File: config.mk
export PLATFORM = sky130hd
export DESIGN_NAME = ctl_sub_handler
export DESIGN_NICKNAME = d
export VERILOG_FILES = /design/src/rtl/ctl_sub_pkg.sv /design/src/rtl/ctl_sub_decode.sv /design/src/rtl/ctl_sub_state.sv /design/src/rtl/ctl_sub_resp.sv /design/src/rtl/ctl_sub_pulse.sv /design/src/rtl/ctl_sub_handler.sv
export SDC_FILE = /design/constraint.sdc
export NUM_CORES = 1
export LEC_CHECK = 0
export CORE_MARGIN = 1.5
export CORE_UTILIZATION = 49
export CTS_CLUSTER_SIZE = 30
export DETAILED_ROUTE_END_ITERATION = 10
export GPL_TIMING_DRIVEN = 0
export PLACE_DENSITY_LB_ADDON = 0.08
export SYNTH_ARGS = -nofsm -noshare
export SYNTH_HDL_FRONTEND = slang
export SYNTH_HIERARCHICAL = 1
export SYNTH_SLANG_ARGS = --single-unit
File: constraint.sdc
create_clock -name clk -period 2.2 [get_ports clk]
set_input_delay 0.33 -clock clk [delete_from_list [all_inputs] [get_ports clk]]
set_output_delay 0.33 -clock clk [all_outputs]
set_load 0.02 [all_outputs]
File: src/rtl/ctl_sub_pkg.sv
package ctl_sub_pkg;

   localparam logic [15:0] C_STATUS  = 16'h0000;
   localparam logic [15:0] C_DEVTYPE = 16'h0001;
   localparam logic [15:0] C_FWVER   = 16'h0002;
   localparam logic [15:0] C_DMCODE  = 16'h0004;
   localparam logic [15:0] C_PREV    = 16'h0007;
   localparam logic [15:0] C_CHEM    = 16'h0008;
   localparam logic [15:0] C_BATINS  = 16'h000C;
   localparam logic [15:0] C_BATREM  = 16'h000D;
   localparam logic [15:0] C_HIBSET  = 16'h0011;
   localparam logic [15:0] C_HIBCLR  = 16'h0012;
   localparam logic [15:0] C_CFGSET  = 16'h0013;
   localparam logic [15:0] C_SDEN    = 16'h001B;
   localparam logic [15:0] C_SD      = 16'h001C;
   localparam logic [15:0] C_SEAL    = 16'h0020;
   localparam logic [15:0] C_TOGGLE  = 16'h0023;
   localparam logic [15:0] C_RESET   = 16'h0041;
   localparam logic [15:0] C_SOFTRST = 16'h0042;

   typedef enum logic [4:0] {
      K_NONE, K_STATUS, K_DEVTYPE, K_FWVER, K_DMCODE, K_PREV, K_CHEM,
      K_BATINS, K_BATREM, K_HIBSET, K_HIBCLR, K_CFGSET, K_SOFTRST,
      K_SDEN, K_SD, K_SEAL, K_TOGGLE, K_RESET
   } sub_kind_t;

   // Status word layout, bit 4 down to bit 0.
   typedef struct packed {
      logic bat_det;
      logic sealed;
      logic cfgup;
      logic hib;
      logic sd_en;
   } sub_stat_t;

   localparam int STAT_W = $bits(sub_stat_t);

   function automatic logic open_only(sub_kind_t k);
      return (k == K_CFGSET) || (k == K_SOFTRST) || (k == K_SDEN) ||
             (k == K_SD) || (k == K_SEAL) || (k == K_RESET);
   endfunction

endpackage

File: src/rtl/ctl_sub_decode.sv
module ctl_sub_decode
   import ctl_sub_pkg::*;
#(
   parameter int CODE_W = 16
)(
   input  logic [CODE_W-1:0] code,
   input  logic              valid,
   input  logic              sealed,
   output sub_kind_t         kind,
   output logic              accept
);

   always_comb begin
      case (code)
         C_STATUS:  kind = K_STATUS;
         C_DEVTYPE: kind = K_DEVTYPE;
         C_FWVER:   kind = K_FWVER;
         C_DMCODE:  kind = K_DMCODE;
         C_PREV:    kind = K_PREV;
         C_CHEM:    kind = K_CHEM;
         C_BATINS:  kind = K_BATINS;
         C_BATREM:  kind = K_BATREM;
         C_HIBSET:  kind = K_HIBSET;
         C_HIBCLR:  kind = K_HIBCLR;
         C_CFGSET:  kind = K_CFGSET;
         C_SDEN:    kind = K_SDEN;
         C_SD:      kind = K_SD;
         C_SEAL:    kind = K_SEAL;
         C_TOGGLE:  kind = K_TOGGLE;
         C_RESET:   kind = K_RESET;
         C_SOFTRST: kind = K_SOFTRST;
         default:   kind = K_NONE;
      endcase
   end

   // Sealed mode refuses the open-only group.
   assign accept = valid && (kind != K_NONE) && !(sealed && open_only(kind));

endmodule

File: src/rtl/ctl_sub_state.sv
module ctl_sub_state
   import ctl_sub_pkg::*;
#(
   parameter bit RESET_SEALED = 1'b0
)(
   input  logic      clk,
   input  logic      rst_n,
   input  logic      accept,
   input  sub_kind_t kind,
   input  logic      bie_cfg,
   output sub_stat_t stat,
   output logic      sd_req,
   output logic      rst_req
);

   localparam sub_stat_t STAT_INIT = '{bat_det: 1'b0, sealed: RESET_SEALED,
                                      cfgup: 1'b0, hib: 1'b0, sd_en: 1'b0};

   always_ff @(posedge clk or negedge rst_n) begin
      if (!rst_n) begin
         stat    <= STAT_INIT;
         sd_req  <= 1'b0;
         rst_req <= 1'b0;
      end else begin
         sd_req  <= 1'b0;
         rst_req <= 1'b0;
         if (accept) begin
            case (kind)
               K_BATINS:  if (!bie_cfg) stat.bat_det <= 1'b1;
               K_BATREM:  if (!bie_cfg) stat.bat_det <= 1'b0;
               K_HIBSET:  stat.hib    <= 1'b1;
               K_HIBCLR:  stat.hib    <= 1'b0;
               K_CFGSET:  stat.cfgup  <= 1'b1;
               K_SOFTRST: stat.cfgup  <= 1'b0;
               K_SDEN:    stat.sd_en  <= 1'b1;
               K_SD:      if (stat.sd_en) sd_req <= 1'b1;
               K_SEAL:    stat.sealed <= 1'b1;
               K_RESET:   rst_req     <= 1'b1;
               default:   ;
            endcase
         end
      end
   end

endmodule

File: src/rtl/ctl_sub_resp.sv
module ctl_sub_resp
   import ctl_sub_pkg::*;
#(
   parameter int          DATA_W   = 16,
   parameter logic [15:0] DEV_TYPE = 16'h0421,
   parameter logic [15:0] FW_VER   = 16'h0109,
   parameter logic [15:0] DM_CODE  = 16'h0048,
   parameter logic [15:0] CHEM_ID  = 16'h0128
)(
   input  logic              clk,
   input  logic              rst_n,
   input  logic              accept,
   input  sub_kind_t         kind,
   input  logic [DATA_W-1:0] code,
   input  sub_stat_t         stat,
   output logic [DATA_W-1:0] resp
);

   localparam int PAD_W = DATA_W - STAT_W;

   logic [DATA_W-1:0] prev_q;
   logic [DATA_W-1:0] stat_word;

   generate
      if (PAD_W > 0) begin : g_pad
         assign stat_word = {{PAD_W{1'b0}}, stat};
      end else begin : g_nopad
         assign stat_word = stat;
      end
   endgenerate

   always_ff @(posedge clk or negedge rst_n) begin
      if (!rst_n) begin
         prev_q <= '0;
         resp   <= '0;
      end else if (accept) begin
         prev_q <= code;
         case (kind)
            K_STATUS:  resp <= stat_word;
            K_DEVTYPE: resp <= DEV_TYPE;
            K_FWVER:   resp <= FW_VER;
            K_DMCODE:  resp <= DM_CODE;
            K_CHEM:    resp <= CHEM_ID;
            K_PREV:    resp <= prev_q;
            default:   ;
         endcase
      end
   end

endmodule

File: src/rtl/ctl_sub_pulse.sv
module ctl_sub_pulse #(
   parameter int PULSE_CYCLES = 1000,
   parameter bit RETRIGGER    = 1'b1
)(
   input  logic clk,
   input  logic rst_n,
   input  logic start,
   output logic pulse
);

   localparam int CNT_W = $clog2(PULSE_CYCLES + 1);

   logic [CNT_W-1:0] cnt_q;
   logic             fire;

   generate
      if (RETRIGGER) begin : g_restart
         assign fire = start;
      end else begin : g_hold
         assign fire = start && (cnt_q == '0);
      end
   endgenerate

   always_ff @(posedge clk or negedge rst_n) begin
      if (!rst_n)            cnt_q <= '0;
      else if (fire)         cnt_q <= CNT_W'(PULSE_CYCLES);
      else if (cnt_q != '0)  cnt_q <= cnt_q - 1'b1;
   end

   assign pulse = (cnt_q != '0);

endmodule

File: src/rtl/ctl_sub_handler.sv
module ctl_sub_handler
   import ctl_sub_pkg::*;
#(
   parameter int          CODE_W       = 16,
   parameter int          PULSE_CYCLES = 1000,
   parameter bit          RETRIGGER    = 1'b1,
   parameter bit          RESET_SEALED = 1'b0,
   parameter logic [15:0] DEV_TYPE     = 16'h0421,
   parameter logic [15:0] FW_VER       = 16'h0109,
   parameter logic [15:0] DM_CODE      = 16'h0048,
   parameter logic [15:0] CHEM_ID      = 16'h0128
)(
   input  logic              clk,
   input  logic              rst_n,
   input  logic              cmd_valid,
   input  logic [CODE_W-1:0] cmd_code,
   input  logic              bie_cfg,
   output logic              bat_det,
   output logic              st_sealed,
   output logic              st_hibernate,
   output logic              st_cfgup,
   output logic              st_shutdown_en,
   output logic              shutdown_req,
   output logic              reset_req,
   output logic              gpout_pulse,
   output logic [CODE_W-1:0] resp_data
);

   generate
      if (CODE_W != 16) begin : g_bad_width
         $error("ctl_sub_handler: CODE_W must be 16");
      end
      if (PULSE_CYCLES < 1) begin : g_bad_pulse
         $error("ctl_sub_handler: PULSE_CYCLES must be at least 1");
      end
   endgenerate

   sub_kind_t kind;
   logic      accept;
   sub_stat_t stat;

   ctl_sub_decode #(.CODE_W(CODE_W)) u_dec (
      .code   (cmd_code),
      .valid  (cmd_valid),
      .sealed (stat.sealed),
      .kind   (kind),
      .accept (accept)
   );

   ctl_sub_state #(.RESET_SEALED(RESET_SEALED)) u_state (
      .clk     (clk),
      .rst_n   (rst_n),
      .accept  (accept),
      .kind    (kind),
      .bie_cfg (bie_cfg),
      .stat    (stat),
      .sd_req  (shutdown_req),
      .rst_req (reset_req)
   );

   ctl_sub_resp #(
      .DATA_W   (CODE_W),
      .DEV_TYPE (DEV_TYPE),
      .FW_VER   (FW_VER),
      .DM_CODE  (DM_CODE),
      .CHEM_ID  (CHEM_ID)
   ) u_resp (
      .clk    (clk),
      .rst_n  (rst_n),
      .accept (accept),
      .kind   (kind),
      .code   (cmd_code),
      .stat   (stat),
      .resp   (resp_data)
   );

   ctl_sub_pulse #(
      .PULSE_CYCLES (PULSE_CYCLES),
      .RETRIGGER    (RETRIGGER)
   ) u_pulse (
      .clk   (clk),
      .rst_n (rst_n),
      .start (accept && (kind == K_TOGGLE)),
      .pulse (gpout_pulse)
   );

   assign bat_det        = stat.bat_det;
   assign st_sealed      = stat.sealed;
   assign st_hibernate   = stat.hib;
   assign st_cfgup       = stat.cfgup;
   assign st_shutdown_en = stat.sd_en;

endmodule

==> run summary, run 1 <==
Final hold violation count -> 0
Post-synth ARST share -> 100.0%
Routed length per instance -> 17.17 um
Clk pin slew, worst setup/hold paths -> 0.09 ns
Slowest stage delay, CP -> 0.42 ns
Hold-critical path depth -> 2
Kind of critical path -> input port to flop
Num Clock Sinks -> 49
Skew final -> 0.008878 ns
Worst Path Arrival -> 2.85 ns
CP Capture Type -> flop
Initial antenna violation count -> 0
Max_cap viols -> 0
Ant diodes -> 0
Peak Freq -> 377.6 MHz
Die Span Y -> 80.25 um
Yosys warnings -> 6
Pwr Total -> 1.600 mW
RSZ-0062 raised after global routing -> yes
DRT met1 WL -> 3268 um
Pwr Density -> 377.4 mW/mm2
Setup WS post-layout -> -0.4482 ns
Syn_nets -> 284
Tcrit/Tclk final -> 120.4%
Share of cells above drive strength 1 -> 44.90%
Sequential share of the synthesized area -> 41.93%
Total length of routed met2 wires -> 3912 um
H-Tree Depth -> 2
Seq cells post-synth -> 49
CP startpoint -> cmd_code[0]
Synth Flop Type -> dfrtp_1
Critical R2R Capture -> u_resp/resp[11]
Post-synth top area share -> 41.93%
Violated checks -> negative setup slack
Post-synth top area cell -> dfrtp_1
Distinct cells, synth -> 80
Crit path max-delay family -> compound AO/OA/AOI/OAI gates
Grt total ovfl -> 0
Final instance area -> 0.004240 mm2
Fillers -> 372
Critical Path Stages -> 15
Origin of the critical flop-to-flop path -> u_state/stat[3]
Post-place instance area -> 0.003496 mm2
Vias in the first global route -> 2402
Top cells by area, synth -> dfrtp_1 (42%), mux2_2 (8.5%), mux2_4 (3.1%), nand2_1 (1.8%), and3_1 (1.7%)
Core area -> 0.005642 mm2
Hold Crit Class -> input port to flop
Clock Path Buffers -> 2
R2R depth -> 9
Critical Path, Cell by Cell -> buf_2 > buf_6 > buf_4 > xnor2_1 > mux2i_1 > o21ai_0 > a21boi_0 > o21bai_4 > o221a_4 > buf_8 > o31a_1 > and2_1 > buf_6 > buf_12 > mux2_4
Final setup fails -> 48
Layout net count -> 383
I/O pins -> 44
DR iter-0 viols -> 170
CTS tree -> yes
DRC viols -> 0
Cell row count -> 27
Worst Tran Pin Value -> 0.4815 ns
Largest net degree at the start of global routing -> 41
Min Tclk post-route -> 2.648 ns
Status -> complete, but fails checks
Setup slack, reg-to-reg -> 0.13 ns
Hpwl dp -> 4552 um
Post-Syn Area -> 0.002924 mm2
Buffers plus inverters on the worst setup path -> 6
Crit path max-delay cell type -> a21boi_0
Leakage -> 1.837 nW
Synth Area per Inst -> 11.12 um2
Worst vdd ir -> 0.0003799 V
Cell mode on critical path -> buf_6
First-pass GRT wire length -> 11400 um
Post-Syn Instances -> 263
TritonRoute pass-1 iters -> 4
Max-slew headroom -> 67.61%
Post-route ant nets -> 0
Critical Path End -> u_resp/resp[11]
Placer Congestion -> 0.8367
Met3 WL post-DR -> 220 um
CTS root buffer -> clkbuf_8
GRT Util Overall -> 22.73%
Clock buffer count from CTS -> 5
Critical Path Source Type -> input port
Number of flops mapped to enable cells by yosys -> 0
Input/output buffers -> 43
Clk_lat worst skew -> 0.30 ns
Die area -> 0.006440 mm2
Top Metal Used -> met4
Initial Utilization -> 51.83%
Routed vias/inst -> 5.786
Chip Width -> 80.25 um
Area added between synthesis and finish -> 45.02%
Req. time, crit path -> 2.40 ns
Slew Viols, Final -> 0
Routed WL -> 7469 um
Via Count -> 2517
Critical Path Fanout Max -> 8
[placed cells by master (no fill, tap or decap), types with 3 or more instances in the layout]
cell type,n
nor3_1,3
nand4b_1,3
nor3b_1,3
a211oi_1,3
nor4_2,3
clkbuf_8,6
clkdlybuf4s50_1,25
mux2i_1,4
nand3b_1,3
nor4_1,3
mux2_2,19
nand2_1,13
nor2_1,7
buf_6,10
a21boi_0,3
o211ai_1,3
and3_1,8
a31oi_1,3
o21bai_1,4
o21ai_0,7
inv_1,4
inv_2,5
nor3_4,3
clkbuf_2,5
dfrtp_1,49
buf_12,4
xnor2_1,3
buf_4,39
buf_8,8
mux2_4,9
a21oi_1,8
nand3_1,7
buf_2,5
[through the flow]
| step | setup WS, ns | TNS [ns] | utilization (%) | hold WS, ns | cells |
|---|---|---|---|---|---|
| floorplan | -0.8640 | -21.23 | - | 0.03441 | 263 |
| global placement | -1.716 | -92.80 | 61.70 | 0.4806 | 378 |
| detailed placement | -1.803 | -67.12 | 61.97 | 0.2176 | 379 |
| CTS | -0.4357 | -11.06 | 70.86 | 0.2996 | 421 |
| global route | -0.5353 | -18.14 | 75.16 | 0.2894 | 435 |
| finish | -0.4482 | -14.43 | 75.16 | 0.2945 | 435 |
[synth_stat cells (all sizes together), types with 4 or more instances]
cell type and instances:
nand3 7, nor3 8, clkbuf 4, a21oi 9
buf 10, nor4b 4, a211oi 4, nor4 7
nor2b 4, dfrtp 49, nand2 14, nor2 9
inv 9, a31oi 5, mux2 28, o21bai 5
mux2i 4, and3 8, o21ai 11
[report_power, final]
group | total [mW] | internal (mW) | switching, mW | leakage, nW
clock | 0.531 | 0.227 | 0.304 | 0.0456
combinational | 0.164 | 0.0810 | 0.0834 | 1.15
sequential | 0.904 | 0.903 | 0.00171 | 0.644
total | 1.60 | 1.21 | 0.389 | 1.84
[metal layers]
metal  global-route usage, %  vias to the layer above
met1                   29.43                     1264
met2                   39.16                       50
met3                   3.977                        6
li1                        -                     1197
met4                   5.690                        0
met5                       0                        -
[sequential cells by signal, summed over array words and instances (netlist names)]
name and flops:
u_pulse/cnt_q 10, u_state/rst_req 1, u_resp/prev_q 16, u_state/sd_req 1
u_resp/resp 16, u_state/stat 5
[cells by family (layout without fill, tap and decap cells)]
logic type | count (synthesis) | in the layout | synth area share [%]
simple gates | 91 | 91 | 22.12
compound gates | 62 | 62 | 16.09
flops | 49 | 49 | 41.93
mux | 32 | 32 | 12.92
buf+inv | 23 | 123 | 5.006
xor+xnor | 5 | 5 | 1.498
fa+ha+maj | 1 | 1 | 0.4278
[timing repair]
| item | CTS | global route |
|---|---|---|
| hold buffers | 1 | 0 |
| setup buffers | 31 | 13 |
| pin swaps | 24 | 15 |
| hold endpoints to repair | 9 | 0 |
| cloned | 2 | 1 |
| endpoints found under the setup margin | 50 | 47 |
| gates resized for setup | 85 | 42 |
[final cells by class]
class | count | area [um2] | share of cell area, %
sequential | 49 | 1226 | 28.92
multi-input combinational | 191 | 1773 | 41.81
clock inverter | 2 | 13.76 | 0.3246
timing repair buffer | 92 | 874.6 | 20.63
buffer | 14 | 156.4 | 3.688
tap | 72 | 90.09 | 2.125
clock buffer | 6 | 72.57 | 1.711
inverter | 9 | 33.78 | 0.7967
[worst min path at each step]
stage	startpoint	end	slack, ns
floorplan	rst_n	u_pulse/cnt_q[0]	0.03
global placement	u_resp/prev_q[9]	u_resp/prev_q[9]	0.48
detailed placement	rst_n	u_state/stat[2]	0.22
CTS	cmd_code[7]	u_resp/prev_q[7]	0.30
global route	cmd_code[7]	u_resp/prev_q[7]	0.29
finish	cmd_code[9]	u_resp/prev_q[9]	0.29
Power figures use the tool's default switching activity.
==> inputs of run 2 (changes only) <==
- MAX_ROUTING_LAYER: default -> met4
==> run 2 against run 1 <==
Net effect: the run still ends with negative setup slack left; sequential cell count unchanged; critical endpoint unchanged; wire length decreased by 0.36%; first-iteration DRC count increased by 2.9%; sequential share of layout area unchanged; clock power about the same; register-to-register slack about the same; worst hold slack got worse by 0.0020 ns; critical path type unchanged; count of clock-buffer cells in the layout unchanged; via count about the same; combinational power about the same.
==> run summary, run 2 (synthesized netlist as in run 1, its figures left out) <==
Initial antenna violation count -> 0 (unchanged)
GRT Util Overall -> 23.35% (+0.62 points)
Violated checks -> negative setup slack
Num Clock Sinks -> 49 (unchanged)
RSZ-0062 raised after global routing -> yes
Most common cell after layout, fill and taps aside -> dfrtp_1
Sequential share of power -> 56.4% (about the same)
Comb power frac -> 10.3% (about the same)
Area added between synthesis and finish -> 45.02% (unchanged)
Routed WL -> 7442 um (-0.36%)
Pwr Total -> 1.603 mW (+0.20%)
Final setup fails -> 48 (unchanged)
Tcrit/Tclk final -> 120.1% (-0.24 points)
Setup WS post-layout -> -0.4430 ns (+0.005193 ns)
Clk pin slew, worst setup/hold paths -> 0.09 ns (about the same)
Storage cell area -> 0.001226 mm2 (unchanged)
Commonest non-fill, non-tap cells in the layout -> dfrtp_1 (49), buf_4 (39), clkdlybuf4s50_1 (25)
Grt total ovfl -> 0 (unchanged)
Routed length per instance -> 17.11 um (-0.36%)
Fillers -> 372 (unchanged)
Via Count -> 2515 (-0.079%)
Die area -> 0.006440 mm2 (unchanged)
P_sw -> 392.5 uW (+0.80%)
Pwr Density -> 378.1 mW/mm2 (+0.20%)
Placer Congestion -> 0.8497 (+1.6%)
Status -> complete, but fails checks
Hold Crit Class -> input port to flop
Layout net count -> 383 (unchanged)
Worst Path Arrival -> 2.84 ns (about the same)
Largest net degree at the start of global routing -> 41 (unchanged)
Chip Width -> 80.25 um (unchanged)
Area of the multi-input gates -> 0.001773 mm2 (unchanged)
Final Hold Slack -> 0.2925 ns (-0.002012 ns)
Critical Path Fanout Max -> 8 (unchanged)
Clk_lat worst skew -> 0.31 ns (about the same)
Clock Path Buffers -> 2 (unchanged)
Max-slew headroom -> 68.99% (+1.4 points)
Ant diodes -> 0 (unchanged)
Pint -> 1.211 mW (about the same)
Input/output buffers -> 43 (unchanged)
Req. time, crit path -> 2.40 ns (about the same)
Initial Utilization -> 51.83% (unchanged)
Inst Count DP -> 379 (unchanged)
Setup slack, reg-to-reg -> 0.14 ns (about the same)
CTS root buffer -> clkbuf_8
Sw frac -> 24.48% (+0.15 points)
DR iter-0 viols -> 175 (+2.9%)
CP Capture Type -> flop
Clock group share of total power -> 33.3% (about the same)
Critical Path Source Type -> input port
Peak Freq -> 378.4 MHz (+0.20%)
H-Tree Depth -> 2 (unchanged)
First-pass GRT wire length -> 11390 um (about the same)
I/O pins -> 44 (unchanged)
Skew final -> 0.008019 ns (-0.0008590 ns)
Max_cap viols -> 0 (unchanged)
Cell row count -> 27 (unchanged)
Non-Filler Instances -> 435 (unchanged)
TritonRoute pass-1 iters -> 4 (unchanged)
Slew Viols, Final -> 0 (unchanged)
Post-place instance area -> 0.003496 mm2 (unchanged)
Worst vdd ir -> 0.0003809 V (+0.27%)
Leakage -> 1.837 nW (unchanged)
Share of cells above drive strength 1 -> 44.90% (unchanged)
Routed vias/inst -> 5.782 (about the same)
Core area -> 0.005642 mm2 (unchanged)
Hpwl dp -> 4552 um (unchanged)
Vias in the first global route -> 2403 (+0.042%)
CTS tree -> yes
Clock buffer count from CTS -> 5 (unchanged)
Kind of critical path -> input port to flop
Worst Tran Pin Value -> 0.4610 ns (-0.02044 ns)
Min Tclk post-route -> 2.643 ns (-0.005193 ns)
Post-route ant nets -> 0 (unchanged)
Final hold violation count -> 0 (unchanged)
Die Span Y -> 80.25 um (unchanged)
Biggest regs -> u_resp/prev_q x16, u_resp/resp x16, u_pulse/cnt_q x10
DRC viols -> 0 (unchanged)
Final instance area -> 0.004240 mm2 (unchanged)
[run 2: cell counts in the layout (fill, tap and decap cells not counted)]
Identical to the previous run, type by type.
[run 2: final cells by class]
type                       instances  area share (%)
multi-input combinational        191           41.81
timing repair buffer              92           20.63
inverter                           9          0.7967
sequential                        49           28.92
buffer                            14           3.688
clock buffer                       6           1.711
clock inverter                     2          0.3246
tap                               72           2.125
[run 2: metrics by stage]
stage | TNS, ns | util, % | worst slack (ns)
3_5_place_dp | -67.12 | 61.97 | -1.803
4_1_cts | -11.06 | 70.86 | -0.4357
5_1_grt | -18.14 | 75.16 | -0.5353
3_3_place_gp | -92.80 | 61.70 | -1.716
2_1_floorplan | -21.23 | - | -0.8640
6_report | -14.23 | 75.16 | -0.4430
[run 2: power by group through the flow]
stage / registers [mW] / logic [mW] / clock network, mW
after floorplan: 0.922 / 0.0531 / 0
after global placement: 0.922 / 0.126 / 0
after detailed placement: 0.922 / 0.131 / 0
after CTS: 0.904 / 0.148 / 0.549
after global routing: 0.905 / 0.177 / 0.586
final: 0.904 / 0.165 / 0.534
[run 2: worst paths after layout]
path | cells past startpoint | endpoint | from
min | 2 | u_resp/prev_q[9] | cmd_code[9]
min in group asynchronous | 2 | u_state/stat[1] | rst_n
max in group asynchronous | 3 | u_resp/prev_q[4] | rst_n
min reg2reg | 1 | u_resp/prev_q[13] | u_resp/prev_q[13]
max | 12 | u_resp/resp[11] | cmd_code[4]
max reg2reg | 9 | u_resp/resp[11] | u_state/stat[3]
[run 2: what timing repair did]
item,in CTS,in global routing
setup endpoints to repair,50,47
gates resized for setup,85,42
buffers inserted,31,13
pin swaps,24,15
hold buffers,1,0
gates cloned,2,1
endpoints found under the hold margin,9,0
[run 2: layer usage]
layer	vias to the layer above	global-route usage, %	wire, um
met5	-	-	0
met4	0	5.690	69
met3	6	3.977	251
met2	61	39.16	3910
met1	1249	29.43	3211
li1	1199	-	-
[run 2: worst max-delay path: stages]
cell and delay (ns):
buf_8 0.10, nor4_4 0.28, or3b_4 0.42, a31oi_4 0.21, mux2_4 0.32, o221a_4 0.23, buf_8 0.12, o31a_1 0.11
and2_1 0.17, buf_6 0.13, buf_12 0.13, mux2_4 0.29
==> inputs of run 3 (changes only) <==
- SETUP_SLACK_MARGIN: default -> 0.15
==> run 3 against run 2 <==
Net effect: the flow still finishes with violations (negative setup slack); clock skew about the same; non-clock buffer count up 5; global-route usage up 1.8 points; count of clock-buffer cells in the layout down 1; sequential share of layout area down 0.14 points; fmax down 0.56%; die area unchanged.
==> run summary, run 3 (synthesized netlist as in run 1, its figures left out) <==
RSZ-0062 raised after global routing -> yes
TritonRoute pass-1 iters -> 4 (unchanged)
Post-route ant nets -> 0 (unchanged)
First-pass GRT wire length -> 12220 um (+7.3%)
Status -> complete, but fails checks
Util after Layout -> 75.60% (+0.44 points)
Worst Path Arrival -> 2.86 ns (+0.02 ns)
Via Count -> 2564 (+1.9%)
Initial Utilization -> 51.83% (unchanged)
Final Hold Slack -> 0.2851 ns (-0.007369 ns)
Core area -> 0.005642 mm2 (unchanged)
CTS tree -> yes
CP startpoint -> cmd_code[1]
Critical Path, Cell by Cell -> buf_2 > clkbuf_8 > nor2_1 > nand3_1 > a21o_1 > a21bo_2 > a21oi_2 > o221a_4 > buf_8 > o31a_1 > and2_1 > buf_6 > buf_4 > mux2_4
Post-place instance area -> 0.003496 mm2 (unchanged)
Final setup fails -> 48 (unchanged)
Violated checks -> negative setup slack
Vias in the first global route -> 2482 (+3.3%)
I/O pins -> 44 (unchanged)
Largest net degree at the start of global routing -> 41 (unchanged)
Skew final -> 0.008387 ns (+0.0003677 ns)
Req. time, crit path -> 2.40 ns (about the same)
Max-slew headroom -> 66.74% (-2.2 points)
R2R depth -> 9 (unchanged)
CP Capture Type -> flop
Grt total ovfl -> 0 (unchanged)
Slew Viols, Final -> 0 (unchanged)
Initial antenna violation count -> 0 (unchanged)
Crit path max-delay cell type -> o221a_4
Biggest regs -> u_resp/prev_q x16, u_resp/resp x16, u_pulse/cnt_q x10
Inst Count DP -> 379 (unchanged)
Worst Tran Pin Value -> 0.4970 ns (+0.03599 ns)
Pwr Density -> 381.2 mW/mm2 (+0.82%)
Final instance area -> 0.004265 mm2 (+0.59%)
Hold-critical path depth -> 2 (unchanged)
Share of cells above drive strength 1 -> 45.65% (+0.75 points)
Post-Place Worst Slack -> -1.777 ns (+0.02516 ns)
Die area -> 0.006440 mm2 (unchanged)
GRT Util Overall -> 25.16% (+1.8 points)
Die Span Y -> 80.25 um (unchanged)
Setup slack, reg-to-reg -> 0.11 ns (-0.03 ns)
Commonest non-fill, non-tap cells in the layout -> dfrtp_1 (48), buf_4 (46), clkdlybuf4s50_1 (25)
Clock Path Buffers -> 2 (unchanged)
Hold path start -> cmd_code[7]
Origin of the critical flop-to-flop path -> u_state/stat[3]
Non-Filler Instances -> 440 (+1.1%)
Most common cell after layout, fill and taps aside -> dfrtp_1
Setup WS post-layout -> -0.4579 ns (-0.01485 ns)
Input/output buffers -> 43 (unchanged)
Critical Path Source Type -> input port
Layout net count -> 388 (+1.3%)
Hpwl dp -> 4553 um (about the same)
Cell row count -> 27 (unchanged)
Chip Width -> 80.25 um (unchanged)
CTS root buffer -> clkbuf_8
Critical Path Fanout Max -> 5 (-3)
Num Clock Sinks -> 49 (unchanged)
Routed length per instance -> 17.07 um (-0.23%)
Worst vdd ir -> 0.0002541 V (-33%)
Clk pin slew, worst setup/hold paths -> 0.10 ns (about the same)
Tcrit/Tclk final -> 120.8% (+0.67 points)
Clk_lat worst skew -> 0.31 ns (about the same)
Kind of critical path -> input port to flop
Final hold violation count -> 0 (unchanged)
Hold Crit Class -> input port to flop
Max_cap viols -> 0 (unchanged)
DR iter-0 viols -> 230 (+31%)
Routed vias/inst -> 5.827 (+0.79%)
Ant diodes -> 0 (unchanged)
DRC viols -> 0 (unchanged)
Slowest stage delay, CP -> 0.30 ns (-0.12 ns)
H-Tree Depth -> 2 (unchanged)
Leakage -> 1.858 nW (+1.1%)
Placer Congestion -> 0.8494 (about the same)
Peak Freq -> 376.2 MHz (-0.56%)
Routed WL -> 7510 um (+0.91%)
Clock buffer count from CTS -> 5 (unchanged)
Min Tclk post-route -> 2.658 ns (+0.01485 ns)
Area added between synthesis and finish -> 45.87%
-- run 3: layer usage --
metal,global-route usage (%),up-vias,routed length [um]
li1,-,1199,-
met1,32.76,1284,3208
met2,40.50,70,3923
met3,3.636,11,275
met4,8.103,0,103
met5,-,-,0
-- run 3: layout make-up --
| class | instances | area [um2] |
|---|---|---|
| Timing Repair Buffer | 97 | 899.6 |
| Buffer | 14 | 152.6 |
| Inverter | 9 | 33.78 |
| Sequential cell | 49 | 1227 |
| Fill cell | 372 | 1376 |
| Tap cell | 72 | 90.09 |
| Clock inverter | 3 | 26.28 |
| Multi-Input combinational cell | 191 | 1767 |
| Clock buffer | 5 | 68.82 |
-- run 3: path summary, 6_finish.rpt --
kind	to
min reg2reg	u_resp/prev_q[9]
max reg2reg	u_resp/resp[10]
max	u_resp/resp[10]
min in group asynchronous	u_state/stat[4]
max in group asynchronous	u_pulse/cnt_q[6]
min	u_resp/prev_q[7]
-- run 3: repair_timing --
action	in CTS	in global routing
hold buffers	1	0
endpoints found under the setup margin	50	50
buffers inserted	38	10
pin swaps	24	13
cloned	3	1
endpoints found under the hold margin	9	0
resized for setup	90	25
-- run 3: worst max-delay path, delay by kind of cell --
kind / cells / cell delay (ns)
AOI/OAI and AO/OA: 5 / 0.93
muxes: 1 / 0.29
buffers and inverters: 5 / 0.68
and+or+nand+nor: 3 / 0.62
-- run 3: per-stage QoR --
step                setup TNS, ns  power, mW
CTS                        -11.46      1.628
finish                     -15.06      1.626
floorplan                  -21.23     0.9750
detailed placement         -66.02      1.052
global route               -19.01      1.692
global placement           -93.39      1.048
-- run 3: power by group --
group | leakage, nW | total [mW] | switching [mW] | internal (mW)
logic | 1.17 | 0.161 | 0.0817 | 0.0793
registers | 0.644 | 0.904 | 0.00153 | 0.903
clock network | 0.0423 | 0.561 | 0.329 | 0.232
